<file path="src/rtl/iso_link_pkg.sv">
package iso_link_pkg;

  typedef enum logic [1:0] {
    PK_NONE = 2'd0,
    PK_SET  = 2'd1,
    PK_CLR  = 2'd2,
    PK_BOTH = 2'd3
  } pulse_kind_t;

  // Sorts the two receive lines into one pulse kind.
  function automatic pulse_kind_t classify(input logic s, input logic c);
    return pulse_kind_t'({c, s});
  endfunction

  // Width a counter needs to reach the value lim.
  function automatic int cnt_width(input int lim);
    return (lim < 2) ? 1 : $clog2(lim + 1);
  endfunction

endpackage

</file>
<file path="src/rtl/iso_edge_encoder.sv">
module iso_edge_encoder
  import iso_link_pkg::*;
#(
  parameter int PULSE_W     = 1,
  parameter int REFRESH_CYC = 100
) (
  input  logic clk,
  input  logic rst_n,
  input  logic tx_ok,
  input  logic din,
  output logic set_o,
  output logic clr_o
);
  localparam int RW = cnt_width(REFRESH_CYC - 1);
  localparam int PW = cnt_width(PULSE_W);

  logic          din_q;
  logic [RW-1:0] idle_cnt;
  logic [PW-1:0] left;
  logic          lvl;

  // Named internal events
  logic rise_evt, fall_evt, edge_evt, refresh_evt, fire_evt;
  assign rise_evt    = tx_ok && din && !din_q;
  assign fall_evt    = tx_ok && !din && din_q;
  assign edge_evt    = rise_evt || fall_evt;
  assign refresh_evt = tx_ok && !edge_evt && (idle_cnt == RW'(REFRESH_CYC - 1));
  assign fire_evt    = edge_evt || refresh_evt;

  always_ff @(posedge clk) begin
    if (!rst_n) begin
      din_q    <= 1'b0;
      idle_cnt <= '0;
      left     <= '0;
      lvl      <= 1'b0;
    end else begin
      din_q <= din;
      if (!tx_ok) begin
        idle_cnt <= '0;
        left     <= '0;
      end else begin
        if (fire_evt) idle_cnt <= '0;
        else          idle_cnt <= idle_cnt + 1'b1;
        if (fire_evt) begin
          left <= PW'(PULSE_W);
          lvl  <= din;
        end else if (left != '0) begin
          left <= left - 1'b1;
        end
      end
    end
  end

  assign set_o = (left != '0) && lvl;
  assign clr_o = (left != '0) && !lvl;

  assert_excl_R4: assert property (@(posedge clk) disable iff (!rst_n)
    !(set_o && clr_o));
  assert_quiet_R4: assert property (@(posedge clk) disable iff (!rst_n)
    !tx_ok |=> !(set_o || clr_o));
  assert_rise_R1: assert property (@(posedge clk) disable iff (!rst_n)
    rise_evt |=> set_o);
  assert_fall_R1: assert property (@(posedge clk) disable iff (!rst_n)
    fall_evt |=> clr_o);

endmodule

</file>
<file path="src/rtl/iso_pulse_watchdog.sv">
module iso_pulse_watchdog
  import iso_link_pkg::*;
#(
  parameter int TIMEOUT_CYC = 300
) (
  input  logic clk,
  input  logic rst_n,
  input  logic rx_ok,
  input  logic activity,
  output logic expired
);
  localparam int WW = cnt_width(TIMEOUT_CYC);

  logic [WW-1:0] cnt;

  assign expired = (cnt == WW'(TIMEOUT_CYC));

  always_ff @(posedge clk) begin
    if (!rst_n || !rx_ok || activity) cnt <= '0;
    else if (!expired)                cnt <= cnt + 1'b1;
  end

endmodule

</file>
<file path="src/rtl/iso_latch_decoder.sv">
module iso_latch_decoder
  import iso_link_pkg::*;
(
  input  logic        clk,
  input  logic        rst_n,
  input  logic        rx_ok,
  input  pulse_kind_t kind,
  input  logic        expired,
  output logic        q,
  output logic        en
);

  always_ff @(posedge clk) begin
    if (!rst_n || !rx_ok) begin
      q  <= 1'b0;
      en <= 1'b0;
    end else begin
      unique case (kind)
        PK_SET:  begin q <= 1'b1; en <= 1'b1; end
        PK_CLR:  begin q <= 1'b0; en <= 1'b1; end
        PK_BOTH: ;
        default: if (expired) begin q <= 1'b0; en <= 1'b0; end
      endcase
    end
  end

  assert_hold_R6: assert property (@(posedge clk) disable iff (!rst_n)
    (rx_ok && kind == PK_BOTH) |=> ($stable(q) && $stable(en)));
  assert_set_R5: assert property (@(posedge clk) disable iff (!rst_n)
    (rx_ok && kind == PK_SET) |=> (q && en));
  assert_clear_R7: assert property (@(posedge clk) disable iff (!rst_n)
    !en |-> !q);
  assert_lockout_R9: assert property (@(posedge clk) disable iff (!rst_n)
    !rx_ok |=> (!en && !q));

endmodule

</file>
<file path="src/rtl/iso_pulse_link.sv">
module iso_pulse_link
  import iso_link_pkg::*;
#(
  parameter int PULSE_W     = 1,
  parameter int REFRESH_CYC = 100,
  parameter int TIMEOUT_CYC = 300
) (
  input  logic clk,
  input  logic rst_n,
  input  logic din,
  input  logic tx_supply_ok,
  input  logic rx_supply_ok,
  output logic set_pulse,
  output logic clr_pulse,
  input  logic rx_set,
  input  logic rx_clr,
  output logic dout,
  output logic dout_en
);

  pulse_kind_t rx_kind;
  logic        rx_activity;
  logic        wd_expired;

  assign rx_kind     = classify(rx_set, rx_clr);
  assign rx_activity = (rx_kind != PK_NONE);

  iso_edge_encoder #(.PULSE_W(PULSE_W), .REFRESH_CYC(REFRESH_CYC)) u_enc (
    .clk(clk), .rst_n(rst_n), .tx_ok(tx_supply_ok), .din(din),
    .set_o(set_pulse), .clr_o(clr_pulse)
  );

  iso_pulse_watchdog #(.TIMEOUT_CYC(TIMEOUT_CYC)) u_wd (
    .clk(clk), .rst_n(rst_n), .rx_ok(rx_supply_ok),
    .activity(rx_activity), .expired(wd_expired)
  );

  iso_latch_decoder u_dec (
    .clk(clk), .rst_n(rst_n), .rx_ok(rx_supply_ok), .kind(rx_kind),
    .expired(wd_expired), .q(dout), .en(dout_en)
  );

endmodule

</file>
<file path="config.mk">
export PLATFORM = sky130hd
export DESIGN_NAME = iso_pulse_link
export DESIGN_NICKNAME = d
export VERILOG_FILES = /design/src/rtl/iso_link_pkg.sv /design/src/rtl/iso_edge_encoder.sv /design/src/rtl/iso_pulse_watchdog.sv /design/src/rtl/iso_latch_decoder.sv /design/src/rtl/iso_pulse_link.sv
export SDC_FILE = /design/constraint.sdc
export NUM_CORES = 1
export LEC_CHECK = 0
export ABC_AREA = 0
export BUFFER_PORTS_ARGS = -buffer_cell sky130_fd_sc_hd__buf_2
export CAP_MARGIN = 20
export CELL_PAD_IN_SITES_DETAIL_PLACEMENT = 1
export CELL_PAD_IN_SITES_GLOBAL_PLACEMENT = 1
export CORE_MARGIN = 4
export CORE_UTILIZATION = 38
export DETAILED_ROUTE_END_ITERATION = 8
export PLACE_DENSITY_LB_ADDON = 0.1
export SYNTH_ARGS = -nofsm -noshare
export SYNTH_HDL_FRONTEND = slang
export SYNTH_SLANG_ARGS = --single-unit
</file>
<file path="constraint.sdc">
create_clock -name clk -period 1.4 [get_ports clk]
set_clock_uncertainty 0.05 [all_clocks]
set_input_delay 0 -clock clk [delete_from_list [all_inputs] [get_ports clk]]
set_output_delay 0 -clock clk [all_outputs]
set_load 0.01 [all_outputs]
</file>
==> results.md, run 1 <==
- Pin count of the biggest net entering global routing: 13
- Path type of the worst min-delay path: in -> reg
- Vias per std cell: ~4.9
- I/O pins: 11
- Worst path slowest cell: dfxtp_2
- # diodes: 0
- First-pass GRT wire length: between 3000 and 4000 µm
- Setup-failing EPs final: 1
- Status: complete, but fails checks
- Starting Density: 39.4%
- CP arrival: roughly 1.6 ns
- WL final: between 2000 and 2500 µm
- Port Buffer Count: 10
- Root buffer cell: clkbuf_4
- Drt pass-1 iters: 4
- Max Freq: 0.714 GHz
- Die area: between 3000 and 4000 µm²
- Fraction of layout cells with a size suffix above 1: ~30%
- Post-synth top area share: a little over two fifths
- Static Leak: 0.541 nW
- RSZ-0062 raised after global routing: yes
- Antenna-violating nets left: 0
- Worst hold margin: 0.110 ns
- Min Tclk post-route: 1.40 ns
- Final Net Count: 155
- Core Box Area: roughly 2500 µm²
- Max Buffers Root-to-Sink: 2
- # DRC: 0
- Total Routing Usage GR: approximately 15%
- Fin. Hold Viols: 0
- Fin. max-slew vios: 0
- Pwr dens: approximately 780 nW/µm²
- Post-synthesis register bit count: 21
- Ys flop type: dfxtp_1
- Syn_nets: 120
- Worst VDD drop: about 400 µV
- Delay-heaviest family, CP: simple AND/OR/NAND/NOR gates
- Htree depth: 1
- CP cell instances: nor4bb_2, and4b_2, mux2i_1, nor2_1
- Clock-pin transition on the worst setup and hold timing paths: roughly 0.12 ns
- Critical path buffer and inverter count: 0
- Failing checks: setup timing
- Clock Latency Late Sink: around 0.30 ns
- Fillers: 294
- Met2 GRT Util: 25.5%
- Synth Warn #: 0
- Worst slack at placement: -0.0701 ns
- Synth top area cells: dfxtp_1, ha_1, nor2_1, xor2_1, nand3_1
- Worst Tran Pin Value: ~0.24 ns
- Mapped Area: approximately 970 µm²
- Vias in the first global route: 957
- Post-synth EDFFs: 0
- CP Capture Type: register
- Async SR Flop Fraction: 0%
- Setup TNS: -0.0000812 ns
- Vias: 840
- GRT overflow: 0
- Initial antenna violation count: 0
- CTS Sinks: 21
- Area Growth Syn to Fin: 32.8%
- Syn_area_per_cell: approximately 9.1 µm²
- WP data required: between 1.5 and 2 ns
- Dpl hpwl: 1520 µm
- Synth cell types: 27
- Worst-path fanout max: 7
- Number of CTS-inserted buffers: 3
- Worst Slack Setup Final: -0.0000812 ns
- Final GP Congestion: roughly 0.8
- Most common cell in the synthesized netlist: dfxtp_1
- Max cap viols: 0
- Max_slew headroom: between 80 and 90%
- CTS tree: built
- GR Util met3: 2.63%
- Row count: 18
- Final period util: 100%
- Met1 GRT Util: a little under a fifth
- Critical path type: reg -> reg
- Sequential area share after synthesis: 43.4%
- Routed WL per cell: between 10 and 15 µm
- CP max stage delay: approximately 0.36 ns
- Die height: between 50 and 60 µm
- Busiest grt layer: met2
- Post-synth top cells: dfxtp_1, nor2_1, nand2_1, nand3_1
- Crit path launch type: register
- Area leader, netlist: dfxtp_1
- Initial DRC count: 27
- Cell count after synthesis: 107
- Die width: approximately 58 µm
-- final cells by class --
cell class                 count  area, µm²  area share (%)
sequential                    21        427            33.2
timing repair buffer          32        230            17.9
clock inverter                 1       5.00           0.389
multi-input combinational     77        538            41.8
inverter                       7       26.3            2.04
tap                           30       37.5            2.92
clock buffer                   3       22.5            1.75
-- worst reg2reg max path: stages (launching register included) --
cell and delay (ns):
dfxtp_2 0.36, nor4bb_2 0.28, and4b_2 0.36, mux2i_1 0.21, nor2_1 0.05
-- report_power, final --
group          total, mW  internal [mW]  switching, mW  leakage [nW]
Clock              0.297          0.107          0.190        0.0177
Combinational     0.0955         0.0510         0.0445         0.351
Sequential         0.613          0.607        0.00530         0.173
Total               1.00          0.765          0.240         0.541
-- metal layers --
layer  vias to the layer above  wire length [µm]
li1                        427                 -
met1                       399              1010
met2                        12               988
met3                         2                56
met4                         0                22
met5                         -                 0
-- cells in the final DEF, fill, tap and decap left out, types with 2 or more instances in the layout --
master         count
and3_1             3
buf_2             10
buf_4             16
clkbuf_4           3
dfxtp_1           16
dfxtp_2            5
dlygate4sd3_1      6
ha_1               5
inv_1              6
mux2i_1            3
nand2_1            8
nand3_1            8
nand4_1            3
nor2_1            17
nor2b_1            2
o211ai_1           3
o31ai_1            2
xnor2_1            4
xor2_1             7
-- state kept, by name, summed over array words and instances (netlist names) --
name,cells
u_wd.cnt,9
u_enc.idle_cnt,7
u_dec.en,1
u_dec.q,1
u_enc.din_q,1
u_enc.left,1
u_enc.lvl,1
-- kinds of logic after synthesis --
logic type,after synthesis,share of synthesized area (%)
multiplexers,3,3.10
buffers and inverters,9,4.26
AND/OR/NAND/NOR,48,24.8
flip-flops,21,43.4
AO/OA/AOI/OAI,9,6.72
adder cells (fa/ha/maj),6,7.75
XOR/XNOR,11,9.95
-- timing repair --
action,in CTS,in global routing
pin swaps,1,4
endpoints found under the setup margin,6,14
hold endpoints to repair,5,0
hold buffers,6,0
resized for setup,6,4
gates cloned,0,0
buffers inserted,1,0
-- through the flow --
| stage | instances | utilization, % | instance area, µm² | power [mW] |
|---|---|---|---|---|
| floorplan | 107 | - | 971 | 0.669 |
| global placement | 160 | 47.1 | 1160 | 0.705 |
| detailed placement | 160 | 47.1 | 1160 | 0.707 |
| CTS | 171 | 51.5 | 1260 | 1.03 |
| global route | 171 | 52.4 | 1290 | 1.07 |
| finish | 171 | 52.4 | 1290 | 1.00 |
-- worst paths after layout --
kind	start	to	slack, ns	cells past startpoint
setup / recovery	u_wd.cnt[7]$_SDFFE_PP0P_	u_wd.cnt[1]$_SDFFE_PP0P_	-0.00008	4
hold / removal	rx_set	u_dec.q$_SDFFE_PP0P_	0.11	4
setup reg to reg	u_wd.cnt[7]$_SDFFE_PP0P_	u_wd.cnt[1]$_SDFFE_PP0P_	-0.00008	4
hold reg to reg	u_dec.q$_SDFFE_PP0P_	u_dec.q$_SDFFE_PP0P_	0.43	2
Power figures use the tool's default switching activity.
==> run 2, diff against run 1 <==
Settings changed: CORE_MARGIN 4 to default, CTS_CLUSTER_SIZE from default to 14, TNS_END_PERCENT from default to 20.
==> results.md, run 2 (synthesis gave the netlist of run 1 again) <==
- CTS Sinks: 21
- Worst-path fanout max: 7
- R2r worst-path depth: 4
- Worst hold margin: 0.104 ns
- # diodes: 0
- I/O pins: 11
- Post-route insts no fill: roughly 170
- Vias per std cell: between 5 and 6
- Root buffer cell: clkbuf_4
- Max reg flops: 9
- Fraction of layout cells with a size suffix above 1: between 30% and 40%
- Crit path launch type: register
- Status: complete, but fails checks
- Initial antenna violation count: 0
- Vias in the first global route: 897
- Commonest non-fill, non-tap cell in the layout: nor2_1
- Htree depth: 1
- Final Net Count: around 150
- Max cap viols: 0
- Number of CTS-inserted buffers: 3
- First-pass GRT wire length: 3930 µm
- Worst r2r src: u_wd.cnt[7]$_SDFFE_PP0P_
- Drt pass-1 iters: 4
- Clock Latency Late Sink: 0.31 ns
- Hold path cells: 4
- Biggest register: u_wd.cnt
- WL final: around 2300 µm
- CTS tree: built
- CP arrival: 1.60 ns
- Final period util: 103%
- GRT overflow: 0
- Vias: ~850
- Max Buffers Root-to-Sink: 2
- RSZ-0062 raised after global routing: yes
- Core Box Area: ~2300 µm²
- Area Growth Syn to Fin: 32.6%
- Pwr dens: around 790 nW/µm²
- Total Routing Usage GR: between 20% and 30%
- Reg2Reg Capture Point: u_wd.cnt[1]$_SDFFE_PP0P_
- Fin. max-slew vios: 0
- Clock-pin transition on the worst setup and hold timing paths: roughly 0.13 ns
- Max Freq: about 0.69 GHz
- Worst Tran Pin Value: between 0.2 and 0.25 ns
- Most frequent cells in the layout: nor2_1, dfxtp_1, buf_4
- Antenna-violating nets left: 0
- Failing checks: setup timing
- WP data required: between 1.5 and 2 ns
- Final GP Congestion: roughly 0.78
- # DRC: 0
- Path type of the worst min-delay path: in -> reg
- Routed WL per cell: between 10 and 15 µm
- Min Tclk post-route: roughly 1.4 ns
- Port Buffer Count: 10
- Leading registers by flop count: u_wd.cnt: 9 flops, u_enc.idle_cnt: 7 flops
- Worst VDD drop: 485 µV
- Setup-failing EPs final: 1
- Row count: 17
- Worst Slack Setup Final: -0.0440 ns
- Fin. Hold Viols: 0
- CP Capture Type: register
- Min-Delay Startpoint: rx_set
- Starting Density: between 40% and 50%
- Die height: around 52 µm
- Dpl hpwl: between 1500 and 2000 µm
- Initial DRC count: 4
- Die area: roughly 2800 µm²
- Static Leak: 0.532 nW
- Critical path type: reg -> reg
- Die width: roughly 52 µm
- FF-to-FF setup slack: -0.04 ns
- Max_slew headroom: 84.9%
- Pin count of the biggest net entering global routing: 13
- Worst Hold Path EP: u_dec.q$_SDFFE_PP0P_
- Cells after DPL: 157
run 2: final cells by class:
cell class              instances  area (µm²)
repair buffers                 30         215
multi-input cells              77         552
flip-flops and latches         21         428
clock buffers                   3        22.5
well taps                      28        35.0
inverters                       7        26.3
fillers                       268        1010
clock inverters                 1        5.00
run 2: per-layer routing:
metal | share of wire [%] | track usage, % | vias up
met5 | 0 | 0 | -
met4 | 2.1 | 10.5 | 0
met3 | 2.0 | 2.61 | 6
met2 | 51 | 35.4 | 14
met1 | 45 | 23.0 | 402
li1 | - | - | 424
run 2: worst max-delay path by stage:
stage | startpoint | end | slack (ns) | cells past startpoint
2_1_floorplan | u_wd.cnt[0]$_SDFFE_PP0P_ | u_wd.cnt[4]$_SDFFE_PP0P_ | 0.01 | 6
3_3_place_gp | u_wd.cnt[6]$_SDFFE_PP0P_ | u_wd.cnt[1]$_SDFFE_PP0P_ | -0.02 | 4
3_5_place_dp | u_wd.cnt[8]$_SDFFE_PP0P_ | u_wd.cnt[1]$_SDFFE_PP0P_ | -0.11 | 4
4_1_cts | u_wd.cnt[7]$_SDFFE_PP0P_ | u_wd.cnt[1]$_SDFFE_PP0P_ | -0.02 | 4
5_1_grt | u_wd.cnt[5]$_SDFFE_PP0P_ | u_wd.cnt[1]$_SDFFE_PP0P_ | -0.12 | 4
6_report | u_wd.cnt[7]$_SDFFE_PP0P_ | u_wd.cnt[1]$_SDFFE_PP0P_ | -0.04 | 4
run 2: critical path: stages, from the launching register on:
cell and delay (ns):
dfxtp_2 0.37, nor4bb_4 0.30, and4b_2 0.37, mux2i_1 0.21
nor2_1 0.05
run 2: what timing repair did:
item / in CTS / in global routing
cloned: 0 / 0
buffers inserted: 0 / 0
hold buffers: 6 / 0
setup endpoints to repair: 13 / 8
resized for setup: 10 / 2
hold endpoints to repair: 11 / 0
pin swaps: 2 / 2
run 2: metrics by stage:
stage	utilization, %	setup WS (ns)	setup TNS (ns)	total power, mW	cell area (µm²)
after floorplan	-	0.0147	0	0.669	971
after global placement	49.9	-0.0181	-0.0181	0.702	1150
after detailed placement	49.9	-0.110	-0.487	0.705	1150
after CTS	55.4	-0.0184	-0.0196	1.03	1270
after global routing	55.9	-0.116	-0.428	1.07	1280
final	55.9	-0.0440	-0.0440	1.01	1280
run 2: power by group:
group          total [mW]  switching, mW  internal [mW]  leakage, nW
logic              0.0964         0.0467         0.0497        0.341
registers           0.613        0.00517          0.607        0.173
clock network       0.305          0.199          0.106       0.0177
==> run 3, diff against run 2 <==
Settings changed: CORE_UTILIZATION 38 to 40, CTS_BUF_LIST from default to sky130_fd_sc_hd__clkbuf_4 sky130_fd_sc_hd__clkbuf_8.
==> results.md, run 3 (synthesis gave the netlist of run 1 again) <==
- Max_slew headroom: a little over four fifths
- Most frequent cells in the layout: nor2_1, dfxtp_1, buf_4
- Max reg flops: 9
- Vias per std cell: roughly 5.0
- Biggest register: u_wd.cnt
- Crit. Startpoint: u_wd.cnt[1]$_SDFFE_PP0P_
- Initial antenna violation count: 0
- Fin. Hold Viols: 0
- Pin count of the biggest net entering global routing: 12
- Met1 GRT Util: 23.4%
- Routed WL per cell: 13.2 µm
- Final Net Count: roughly 150
- First-pass GRT wire length: roughly 3600 µm
- WP data required: about 1.6 ns
- Leading registers by flop count: u_wd.cnt: 9 flops, u_enc.idle_cnt: 7 flops
- Worst r2r src: u_wd.cnt[1]$_SDFFE_PP0P_
- GR Util met3: about 2.7%
- Crit path launch type: register
- Clock-pin transition on the worst setup and hold timing paths: 0.13 ns
- Min-Delay Startpoint: rx_set
- Fin. max-slew vios: 0
- Min Tclk post-route: 1.39 ns
- Area Growth Syn to Fin: 33.1%
- Critical path type: reg -> reg
- Max Buffers Root-to-Sink: 2
- CP arrival: 1.60 ns
- Clock Latency Late Sink: ~0.31 ns
- Htree depth: 1
- Crit. path cell count: 5
- Path type of the worst min-delay path: in -> reg
- Total Power: approximately 1.0 mW
- Final Cell Area: roughly 1300 µm²
- RSZ-0062 raised after global routing: yes
- Die height: 51.2 µm
- Worst hold margin: about 0.11 ns
- Max cap viols: 0
- Final Util: 57.2%
- Status: finished clean
- Setup-failing EPs final: 0
- Max Freq: around 0.7 GHz
- Delay-heaviest family, CP: simple AND/OR/NAND/NOR gates
- Worst Tran Pin Value: ~0.24 ns
- GRT overflow: 0
- Final period util: between 90 and 100%
- I/O pins: 11
- WL final: approximately 2200 µm
- Root buffer cell: clkbuf_4
- Final GP Congestion: approximately 0.76
- Port Buffer Count: 10
- Number of CTS-inserted buffers: 3
- # DRC: 0
- Row count: 17
- Vias: around 840
- Placed Area: about 1100 µm²
- Commonest non-fill, non-tap cell in the layout: nor2_1
- Hold path cells: 4
- CP max stage delay: between 0.3 and 0.4 ns
- CTS Sinks: 21
- Die width: a little over 50 µm
- Total Routing Usage GR: about a fifth
- # diodes: 0
- Core Box Area: 2250 µm²
- Starting Density: between 40% and 50%
- Worst-path fanout max: 5
- Antenna-violating nets left: 0
- Met2 GRT Util: between 30% and 40%
- Drt pass-1 iters: 2
- CTS tree: built
- Die area: around 2600 µm²
- Dpl hpwl: about 1600 µm
- Worst path slowest cell: dfxtp_2
- Vias in the first global route: 822
- Critical path buffer and inverter count: 1
- Worst VDD drop: 548 µV
- Pwr dens: 801 nW/µm²
- R2r worst-path depth: 5
- Fraction of layout cells with a size suffix above 1: between 30% and 40%
- CP cell instances: inv_2, ha_4, and4b_2, or3_4, a21oi_2
- Static Leak: roughly 0.54 nW
- Busiest grt layer: met2
- CP Capture Type: register
- Setup TNS: 0 ns
- Initial DRC count: 9
run 3: cell count changes in the layout (fill, tap and decap cells not counted), sizes merged:
cell    change
clkinv      -1
clkbuf      +1
run 3: cell type report:
type	count	area [µm²]
well taps	28	35.0
fillers	273	966
inverters	7	26.3
clock buffers	4	30.0
flip-flops and latches	21	427
repair buffers	30	219
multi-input cells	77	552
run 3: worst register-to-register path, delay by kind of cell (launching register included):
family | cells | cell delay, ns
compound gates | 1 | 0.12
fa+ha+maj | 1 | 0.14
buf+inv | 1 | 0.05
flops | 1 | 0.38
simple gates | 2 | 0.60
run 3: worst paths after layout:
path,endpoint,slack [ns]
max,u_wd.cnt[4]$_SDFFE_PP0P_,0.007
min,u_dec.q$_SDFFE_PP0P_,0.11
max reg2reg,u_wd.cnt[4]$_SDFFE_PP0P_,0.007
min reg2reg,u_wd.cnt[3]$_SDFFE_PP0P_,0.44
run 3: repair_timing:
action	4_1_cts	5_1_grt
resized for setup	3	12
pin swaps	0	3
hold endpoints to repair	12	0
setup buffers	3	0
hold buffers	6	0
endpoints found under the setup margin	10	11
run 3: through the flow:
step	instances	setup WS, ns
3_5_place_dp	154	-0.0497
4_1_cts	167	0.0165
6_report	167	0.00674
5_1_grt	167	-0.0364
3_3_place_gp	154	-0.0139
2_1_floorplan	107	0.0147
run 3: report_power, final:
part | switching (mW) | total [mW] | leakage [nW] | internal, mW
sequential | 0.00545 | 0.613 | 0.173 | 0.607
clock | 0.195 | 0.326 | 0.0184 | 0.131
combinational | 0.0471 | 0.0942 | 0.344 | 0.0471
total | 0.248 | 1.03 | 0.535 | 0.785
run 3: metal layers:
metal | share of wire [%] | vias up
met1 | 48 | 403
met4 | 1.5 | 0
met3 | 1.2 | 4
li1 | - | 421
met2 | 49 | 8
met5 | 0 | -
